$ cat config.mk
export PLATFORM = sky130hd
export DESIGN_NAME = ring_switch_ctrl
export DESIGN_NICKNAME = d
export VERILOG_FILES = /design/src/rtl/rsc_pkg.sv /design/src/rtl/rsc_sync.sv /design/src/rtl/rsc_req_latch.sv /design/src/rtl/rsc_switch_fsm.sv /design/src/rtl/ring_switch_ctrl.sv
export SDC_FILE = /design/constraint.sdc
export NUM_CORES = 1
export LEC_CHECK = 0
export BUFFER_PORTS_ARGS = -buffer_cell sky130_fd_sc_hd__buf_4
export CAP_MARGIN = 10
export CELL_PAD_IN_SITES_DETAIL_PLACEMENT = 0
export CELL_PAD_IN_SITES_GLOBAL_PLACEMENT = 2
export CORE_MARGIN = 5
export CORE_UTILIZATION = 32
export CTS_BUF_LIST = sky130_fd_sc_hd__clkbuf_16
export DETAILED_ROUTE_END_ITERATION = 8
export HOLD_SLACK_MARGIN = 0.12
export MAX_ROUTING_LAYER = met4
export PLACE_DENSITY = 0.76
export RECOVER_POWER = 50
export SLEW_MARGIN = 20
export SYNTH_ARGS = -nofsm -noshare
export SYNTH_HDL_FRONTEND = slang
export SYNTH_HIERARCHICAL = 1
export SYNTH_SLANG_ARGS = --single-unit
$ cat constraint.sdc
create_clock -name clk -period 2.4 [get_ports clk]
set_input_delay 0.24 -clock clk [delete_from_list [all_inputs] [get_ports clk]]
set_output_delay 0.24 -clock clk [all_outputs]
set_load 0.02 [all_outputs]
$ cat src/rtl/rsc_pkg.sv
package rsc_pkg;
  typedef struct packed {
    logic ret;
    logic ring;
    logic brk;
  } sw_set_t;

  localparam int IN_W = 4;
  localparam int IDX_REQ  = 0;
  localparam int IDX_HOLD = 1;
  localparam int IDX_SHDN = 2;
  localparam int IDX_ZC   = 3;
endpackage

$ cat src/rtl/rsc_sync.sv
module rsc_sync #(
  parameter int W      = 4,
  parameter int STAGES = 2
) (
  input  logic         clk,
  input  logic         rst,
  input  logic [W-1:0] d,
  output logic [W-1:0] q
);
  logic [W-1:0] chain [STAGES+1];

  assign chain[0] = d;

  for (genvar s = 0; s < STAGES; s++) begin : g_stage
    always_ff @(posedge clk) begin
      if (rst) chain[s+1] <= '0;
      else     chain[s+1] <= chain[s];
    end
  end

  assign q = chain[STAGES];
endmodule

$ cat src/rtl/rsc_req_latch.sv
module rsc_req_latch (
  input  logic clk,
  input  logic rst,
  input  logic req,
  input  logic hold,
  output logic req_eff
);
  logic held_q;

  assign req_eff = hold ? held_q : req;

  always_ff @(posedge clk) begin
    if (rst) held_q <= 1'b0;
    else     held_q <= req_eff;
  end

  p_hold_keeps_r9: assert property (@(posedge clk) disable iff (rst)
    hold |=> $stable(held_q));
  p_transparent_r8: assert property (@(posedge clk) disable iff (rst)
    !hold |=> (held_q == $past(req)));
endmodule

$ cat src/rtl/rsc_switch_fsm.sv
module rsc_switch_fsm
  import rsc_pkg::*;
(
  input  logic    clk,
  input  logic    rst,
  input  logic    req_eff,
  input  logic    shdn_ok,
  input  logic    zc,
  output sw_set_t sw,
  output logic    pend
);
  sw_set_t sw_q;
  sw_set_t sw_d;
  logic    pend_q;
  logic    pend_d;
  logic    ring_cmd;
  logic    ring_keep;

  assign ring_cmd  = shdn_ok && req_eff;
  assign ring_keep = sw_q.ring && !zc;

  always_comb begin
    sw_d.ret  = ring_cmd;
    sw_d.brk  = shdn_ok && !req_eff;
    sw_d.ring = ring_cmd || ring_keep;
    pend_d    = !ring_cmd && ring_keep;
  end

  always_ff @(posedge clk) begin
    if (rst) begin
      sw_q   <= '0;
      pend_q <= 1'b0;
    end else begin
      sw_q   <= sw_d;
      pend_q <= pend_d;
    end
  end

  assign sw   = sw_q;
  assign pend = pend_q;

  p_ringing_r2: assert property (@(posedge clk) disable iff (rst)
    (shdn_ok && req_eff) |=> (sw_q.ret && sw_q.ring && !sw_q.brk && !pend_q));
  p_mbb_r4: assert property (@(posedge clk) disable iff (rst)
    (shdn_ok && !req_eff) |=> (sw_q.brk && !sw_q.ret));
  p_no_close_r5: assert property (@(posedge clk) disable iff (rst)
    (!shdn_ok && !sw_q.ring) |=> (!sw_q.ring && !sw_q.brk && !sw_q.ret));
  p_ring_waits_r6: assert property (@(posedge clk) disable iff (rst)
    (sw_q.ring && !zc) |=> sw_q.ring);
  p_zc_clears_r11: assert property (@(posedge clk) disable iff (rst)
    (zc && !(shdn_ok && req_eff)) |=> (!sw_q.ring && !pend_q));
  p_pend_ring_r11: assert property (@(posedge clk) disable iff (rst)
    pend_q |-> sw_q.ring);
endmodule

$ cat src/rtl/ring_switch_ctrl.sv
module ring_switch_ctrl
  import rsc_pkg::*;
#(
  parameter int SYNC_STAGES = 2
) (
  input  logic clk,
  input  logic rst,
  input  logic ring_req,
  input  logic hold_en,
  input  logic shdn_n,
  input  logic zc_pulse,
  output logic ret_sw_on,
  output logic ring_sw_on,
  output logic brk_sw_on,
  output logic release_pend
);
  logic [IN_W-1:0] raw_in;
  logic [IN_W-1:0] syn_in;
  logic            req_eff;
  sw_set_t         sw;
  logic            pend;

  always_comb begin
    raw_in           = '0;
    raw_in[IDX_REQ]  = ring_req;
    raw_in[IDX_HOLD] = hold_en;
    raw_in[IDX_SHDN] = shdn_n;
    raw_in[IDX_ZC]   = zc_pulse;
  end

  rsc_sync #(.W(IN_W), .STAGES(SYNC_STAGES)) u_sync (
    .clk (clk),
    .rst (rst),
    .d   (raw_in),
    .q   (syn_in)
  );

  rsc_req_latch u_latch (
    .clk     (clk),
    .rst     (rst),
    .req     (syn_in[IDX_REQ]),
    .hold    (syn_in[IDX_HOLD]),
    .req_eff (req_eff)
  );

  rsc_switch_fsm u_fsm (
    .clk     (clk),
    .rst     (rst),
    .req_eff (req_eff),
    .shdn_ok (syn_in[IDX_SHDN]),
    .zc      (syn_in[IDX_ZC]),
    .sw      (sw),
    .pend    (pend)
  );

  assign ret_sw_on    = sw.ret;
  assign ring_sw_on   = sw.ring;
  assign brk_sw_on    = sw.brk;
  assign release_pend = pend;

  p_off_in_reset_r1: assert property (@(posedge clk)
    $past(rst) |-> (!ret_sw_on && !ring_sw_on && !brk_sw_on && !release_pend));
endmodule

==> reports/summary.log, run 1 <==
[layout] leading cell types in the layout, fill and taps excluded sky130_fd_sc_hd__dfxtp_1, sky130_fd_sc_hd__buf_4, sky130_fd_sc_hd__nor2b_1
[setup_path] critical path's largest stage delay 0.36 ns
[sta] crit path time final 0.991 ns
[global_routing] remaining global-route overflow 0
[yosys] distinct cell type count of the synthesized netlist 11
[placed_design] RD Place Congestion 0.637
[power] clock share of power 54.7%
[global_routing] vias in the first global route 246
[run_status] status finished, final reports clean
[layout] # diodes 0
[yosys] sequential-to-total area share from yosys stat 62.7%
[clocking] CTS root buf sky130_fd_sc_hd__clkbuf_16
[setup_path] CP Cell Sequence buf_4
[die] number of ports placed on the die boundary 10
[clocking] post-CTS setup-driven buffer insertion count 0
[global_routing] antenna violations before repair 0
[setup_path] worst reg-to-reg path cell count 3
[placed_design] post-placement setup slack 1.44 ns
[sta] Tightest Pin Transition 0.606 ns
[die] vertical extent of the die 46.0 um
[die] full die area 0.00212 mm2
[setup_path] category of the worst setup path capture point primary output
[clocking] sink count of the clock tree 13
[clocking] clock-pin slew on the worst setup and hold paths 0.04 ns
[yosys] Post-Syn Nets 39
[worst_hold_path] instance count along the most critical hold path 2
[drt] total wire length after detailed routing 535 um
[clocking] clock tree from TritonCTS built
[global_routing] first-pass GRT wire length 869 um
[sta] final hold viol count 0
[power] Flop pwr share 41.7%
[drt] post-DR vias/cell 4.14
[sta] final setup margin 1.41 ns
[job] number of violations of the max-capacitance limit 0
[yosys] Ys Warns 6
[clocking] CTS Hold Buffers Added 0
[die] floorplan die width 46.0 um
[setup_path] worst path buffer plus inverter count 1
[drt] Starting DRT DRC Count 3
[power] Cell Pwr Density 993 mW/mm2
[clocking] total clock buffers created by CTS 3
[sta] Worst Clk Skew 0.00313 ns
[clocking] Max Buffers Root-to-Sink 2
[setup_path] Crit path required time 2.16 ns
[drt] post-route DRC violation count 0
[drt] routed length per instance 9.39 um
[layout] share of layout cells above drive strength 1 35.7%
[power] leakage power total 0.231 nW
[placed_design] Post-DP HPWL 375 um
[yosys] synthesis-stage register bit count 13
[yosys] Mapped Cells 33
[power] Comb power frac 3.6%
[power] cell internal power dissipation 0.455 mW
[sta] max-slew violations 0
[sta] f_max 1010 MHz
[setup_path] CP Depth 1
[die] area inside the core boundary 0.00127 mm2
[drt] total number of vias 236
[setup_path] worst endpoint data arrival time 0.75 ns
[power] share of total power consumed by net switching 16.3%
[setup_path] nature of the critical path startpoint flop
[clocking] quantity of gates resized following cts 0
[sta] endpoints failing setup 0
[sta] final critical-path share of the clock period 41.3%
[drt] total iterations of the first detailed-routing run 2
[yosys] Avg Inst Size Synth 12.6 um2
[global_routing] pin count of the biggest net entering global routing 14
[drt] residual antenna-violating net count after detailed routing 0
[setup_path] crit-path max FO 2
[layout] most common library cell in the layout ignoring fill and taps sky130_fd_sc_hd__dfxtp_1
[sta] final sum of negative setup slack 0 ns
[die] floorplan row count 13
[worst_hold_path] classification of the worst-slack hold path input pin to flop
[clocking] depth of the CTS H-tree 1
[setup_path] Top delay family on crit path flip-flops
[global_routing] GRT Overall Usage 6.84%
[power] net switching power 0.0884 mW
[yosys] total standard cell area after synthesis 415 um2
[clocking] clock network latency to the later pin of the worst-skew pair 0.23 ns
[layout] Area Overhead vs Synth 31.6%
[layout] nets 49
[setup_path] startpoint-to-endpoint class of the critical path flop to primary output
[placed_design] number of buffers added on ports 9
[die] initial core utilization 32.7%
[sta] max-slew headroom at the worst pin 59.6%
[power] peak ir drop on the vdd network 0.455 mV
[sta] unrepaired setup endpoints after global routing false
[setup_path] CP max-delay cell sky130_fd_sc_hd__dfxtp_1
-- synthesized netlist by cell type --
master,number,area share (%)
sky130_fd_sc_hd__nand2_1,1,0.90
sky130_fd_sc_hd__buf_4,4,7.2
sky130_fd_sc_hd__a21oi_1,1,1.2
sky130_fd_sc_hd__mux2_4,1,3.6
sky130_fd_sc_hd__dfxtp_1,13,63
sky130_fd_sc_hd__nor2b_1,8,12
sky130_fd_sc_hd__nor2_1,1,0.90
sky130_fd_sc_hd__nor2b_4,1,3.3
sky130_fd_sc_hd__nand2b_4,1,3.3
sky130_fd_sc_hd__nor3b_1,1,1.8
sky130_fd_sc_hd__nor3b_2,1,3.0
-- power groups by stage --
| stage | combinational, mW | sequential, mW | clock (mW) |
|---|---|---|---|
| after global routing | 0.0213 | 0.227 | 0.317 |
| final | 0.0194 | 0.227 | 0.297 |
| after detailed placement | 0.0206 | 0.230 | 0 |
| after CTS | 0.0206 | 0.227 | 0.303 |
| after floorplan | 0.0118 | 0.231 | 0 |
| after global placement | 0.0198 | 0.230 | 0 |
-- per-stage QoR --
step	util [%]	total power, mW	instance area (um2)	instances	hold slack, ns
floorplan	-	0.242	415	33	0.304
global placement	37.2	0.250	472	53	0.421
detailed placement	37.2	0.251	472	53	0.427
CTS	43.4	0.550	551	57	0.212
global route	43.1	0.565	547	57	0.215
finish	43.1	0.543	547	57	0.215
-- logic make-up after synthesis --
logic type	count (synthesis)	synth area share [%]
and+or+nand+nor	14	25.3
DFF	13	62.7
buffers and inverters	4	7.23
AOI/OAI and AO/OA	1	1.20
muxes	1	3.61
-- area by class of cell --
type                            instances  area [um2]
Clock inverter                          1        3.75
Tap cell                               15        18.8
Timing Repair Buffer                    9        63.8
Multi-Input combinational cell         16         125
Sequential cell                        13         260
Clock buffer                            3        75.1
Fill cell                             124         722
-- per-layer routing --
metal	part of all wire (%)	global-route usage, %
met1	35	4.51
met3	12	3.95
met4	1.9	8.52
met5	0	-
met2	51	10.7
-- sequential cells by signal, summed over array words and instances (netlist names) --
signal,count
u_fsm/pend,1
u_fsm/sw,3
u_latch/held_q,1
u_sync/chain,4
u_sync/q,4
-- path summary, 6_finish.rpt --
path / start / end / slack (ns)
worst max register to register: u_sync/q[1] / u_fsm/pend / 1.44
worst min-delay path: hold_en / u_sync/chain[5] / 0.21
worst min register to register: u_sync/chain[6] / u_sync/q[2] / 0.44
worst max-delay path: u_fsm/sw[1] / ring_sw_on / 1.41
Power figures use the tool's default switching activity.
==> run 2, diff against run 1 <==
--- a/config.mk
+++ b/config.mk
@@ -10,12 +10,12 @@
 export CELL_PAD_IN_SITES_DETAIL_PLACEMENT = 0
 export CELL_PAD_IN_SITES_GLOBAL_PLACEMENT = 2
 export CORE_MARGIN = 5
-export CORE_UTILIZATION = 32
+export CORE_UTILIZATION = 30
 export CTS_BUF_LIST = sky130_fd_sc_hd__clkbuf_16
 export DETAILED_ROUTE_END_ITERATION = 8
 export HOLD_SLACK_MARGIN = 0.12
 export MAX_ROUTING_LAYER = met4
-export PLACE_DENSITY = 0.76
+export PLACE_DENSITY = 0.73
 export RECOVER_POWER = 50
 export SLEW_MARGIN = 20
 export SYNTH_ARGS = -nofsm -noshare
==> constraint.sdc (replaced) <==
create_clock -name clk -period 0.95 [get_ports clk]
set_input_delay 0.095 -clock clk [delete_from_list [all_inputs] [get_ports clk]]
set_output_delay 0.095 -clock clk [all_outputs]
set_load 0.02 [all_outputs]
==> reports/summary.log, run 2 (synthesized netlist as in run 1, its figures left out) <==
[setup_path] CP Cell Sequence mux2_4 -> nand2_4 -> nor3b_2
[setup_path] worst endpoint data arrival time 1.08 ns
[die] floorplan die width 47.2 um
[placed_design] Placed Instances 53
[setup_path] category of the worst setup path capture point flop
[setup_path] crit-path max FO 3
[worst_hold_path] origin of the worst min-delay path rst
[clocking] CTS root buf sky130_fd_sc_hd__clkbuf_16
[layout] leading cell types in the layout, fill and taps excluded sky130_fd_sc_hd__dfxtp_1, sky130_fd_sc_hd__nor2b_1, sky130_fd_sc_hd__buf_4
[sta] unrepaired setup endpoints after global routing true
[drt] post-DR vias/cell 3.87
[power] Cell Pwr Density 2290 mW/mm2
[setup_path] Top delay family on crit path flip-flops
[global_routing] remaining global-route overflow 0
[layout] # diodes 0
[placed_design] number of buffers added on ports 9
[setup_path] critical path's largest stage delay 0.32 ns
[job] number of violations of the max-capacitance limit 0
[setup_path] Crit path required time 1.11 ns
[run_status] status finished, final reports clean
[die] full die area 0.00223 mm2
[sta] Tightest Pin Transition 0.163 ns
[layout] final instance count without filler cells 61
[die] area inside the core boundary 0.00130 mm2
[clocking] sink count of the clock tree 13
[sta] endpoints failing setup 0
[sta] crit path time final 0.916 ns
[global_routing] GRT Overall Usage 6.24%
[layout] most common library cell in the layout ignoring fill and taps sky130_fd_sc_hd__dfxtp_1
[clocking] clock tree from TritonCTS built
[sta] max-slew violations 0
[worst_hold_path] worst-case hold path end point u_latch/held_q
[power] peak ir drop on the vdd network 1.06 mV
[die] floorplan row count 13
[drt] Starting DRT DRC Count 4
[setup_path] nature of the critical path startpoint flop
[sta] max-slew headroom at the worst pin 89.1%
[die] number of ports placed on the die boundary 10
[drt] routed length per instance 8.51 um
[global_routing] vias in the first global route 240
[placed_design] RD Place Congestion 0.579
[setup_path] FF-to-FF Start u_sync/q[1]
[sta] Worst Clk Skew 0.00101 ns
[setup_path] worst path buffer plus inverter count 0
[worst_hold_path] instance count along the most critical hold path 2
[setup_path] startpoint-to-endpoint class of the critical path flop to flop
[setup_path] register-to-register path setup slack 0.03 ns
[clocking] clock network latency to the later pin of the worst-skew pair 0.23 ns
[layout] number of fillers in the final layout 125
[sta] final hold viol count 0
[global_routing] pin count of the biggest net entering global routing 14
[die] vertical extent of the die 47.2 um
[global_routing] antenna violations before repair 0
[layout] nets 53
[clocking] total clock buffers created by CTS 3
[setup_path] worst flop-to-flop path endpoint u_fsm/pend
[setup_path] worst reg-to-reg path cell count 3
[sta] f_max 1090 MHz
[layout] utilization after layout 46.4%
[clocking] clock-pin slew on the worst setup and hold paths 0.04 ns
[clocking] depth of the CTS H-tree 1
[setup_path] CP max-delay cell sky130_fd_sc_hd__dfxtp_2
[power] leakage power total 0.266 nW
[layout] Area Overhead vs Synth 45.5%
[die] initial core utilization 31.9%
[drt] total wire length after detailed routing 519 um
[global_routing] first-pass GRT wire length 903 um
[clocking] post-CTS setup-driven buffer insertion count 0
[drt] post-route DRC violation count 0
[drt] total iterations of the first detailed-routing run 2
[clocking] Max Buffers Root-to-Sink 2
[layout] share of layout cells above drive strength 1 41.3%
[drt] residual antenna-violating net count after detailed routing 0
[worst_hold_path] classification of the worst-slack hold path input pin to flop
[drt] total number of vias 236
[sta] final critical-path share of the clock period 96.4%
-- run 2: layout make-up --
| cell class | count | area [um2] | area share, % |
|---|---|---|---|
| tap | 15 | 18.8 | 3.11 |
| sequential | 13 | 262 | 43.3 |
| multi-input combinational | 16 | 138 | 22.8 |
| clock inverter | 1 | 3.75 | 0.621 |
| timing repair buffer | 13 | 108 | 17.8 |
| clock buffer | 3 | 75.1 | 12.4 |
-- run 2: power by group --
part	internal (mW)	leakage (nW)	total (mW)	switching [mW]
registers	0.567	0.107	0.573	0.00575
clock network	0.552	0.0423	0.747	0.196
logic	0.0423	0.117	0.0652	0.0230
-- run 2: worst max-delay path by stage --
stage / startpoint / slack (ns) / cells past startpoint / endpoint
6_report: u_sync/q[1] / 0.03 / 3 / u_fsm/pend
5_1_grt: u_sync/q[1] / -0.008 / 3 / u_fsm/pend
4_1_cts: u_sync/q[1] / 0.01 / 3 / u_fsm/pend
3_5_place_dp: u_sync/q[1] / 0.02 / 3 / u_fsm/pend
3_3_place_gp: u_sync/q[1] / 0.06 / 3 / u_fsm/pend
2_1_floorplan: u_sync/q[1] / -0.01 / 4 / u_fsm/pend
-- run 2: what timing repair did --
item | in CTS | in global routing
setup endpoints to repair | 0 | 2
endpoints found under the hold margin | 4 | 0
hold buffers | 4 | 0
resized for setup | 0 | 3
-- run 2: through the flow --
stage	TNS, ns	total power, mW	area [um2]	worst slack, ns	hold slack [ns]
after floorplan	-0.0105	0.613	418	-0.0105	0.159
after global placement	0	0.632	474	0.0590	0.304
after detailed placement	0	0.634	474	0.0241	0.312
after CTS	0	1.39	593	0.0134	0.141
after global routing	-0.00812	1.43	604	-0.00812	0.155
final	0	1.39	604	0.0343	0.144
-- run 2: per-layer routing --
layer | up-vias | global-route usage [%] | part of all wire, %
met4 | 0 | 4.97 | 0
met5 | - | - | 0
li1 | 125 | - | -
met1 | 102 | 6.16 | 43
met2 | 9 | 8.67 | 45
met3 | 0 | 3.83 | 11
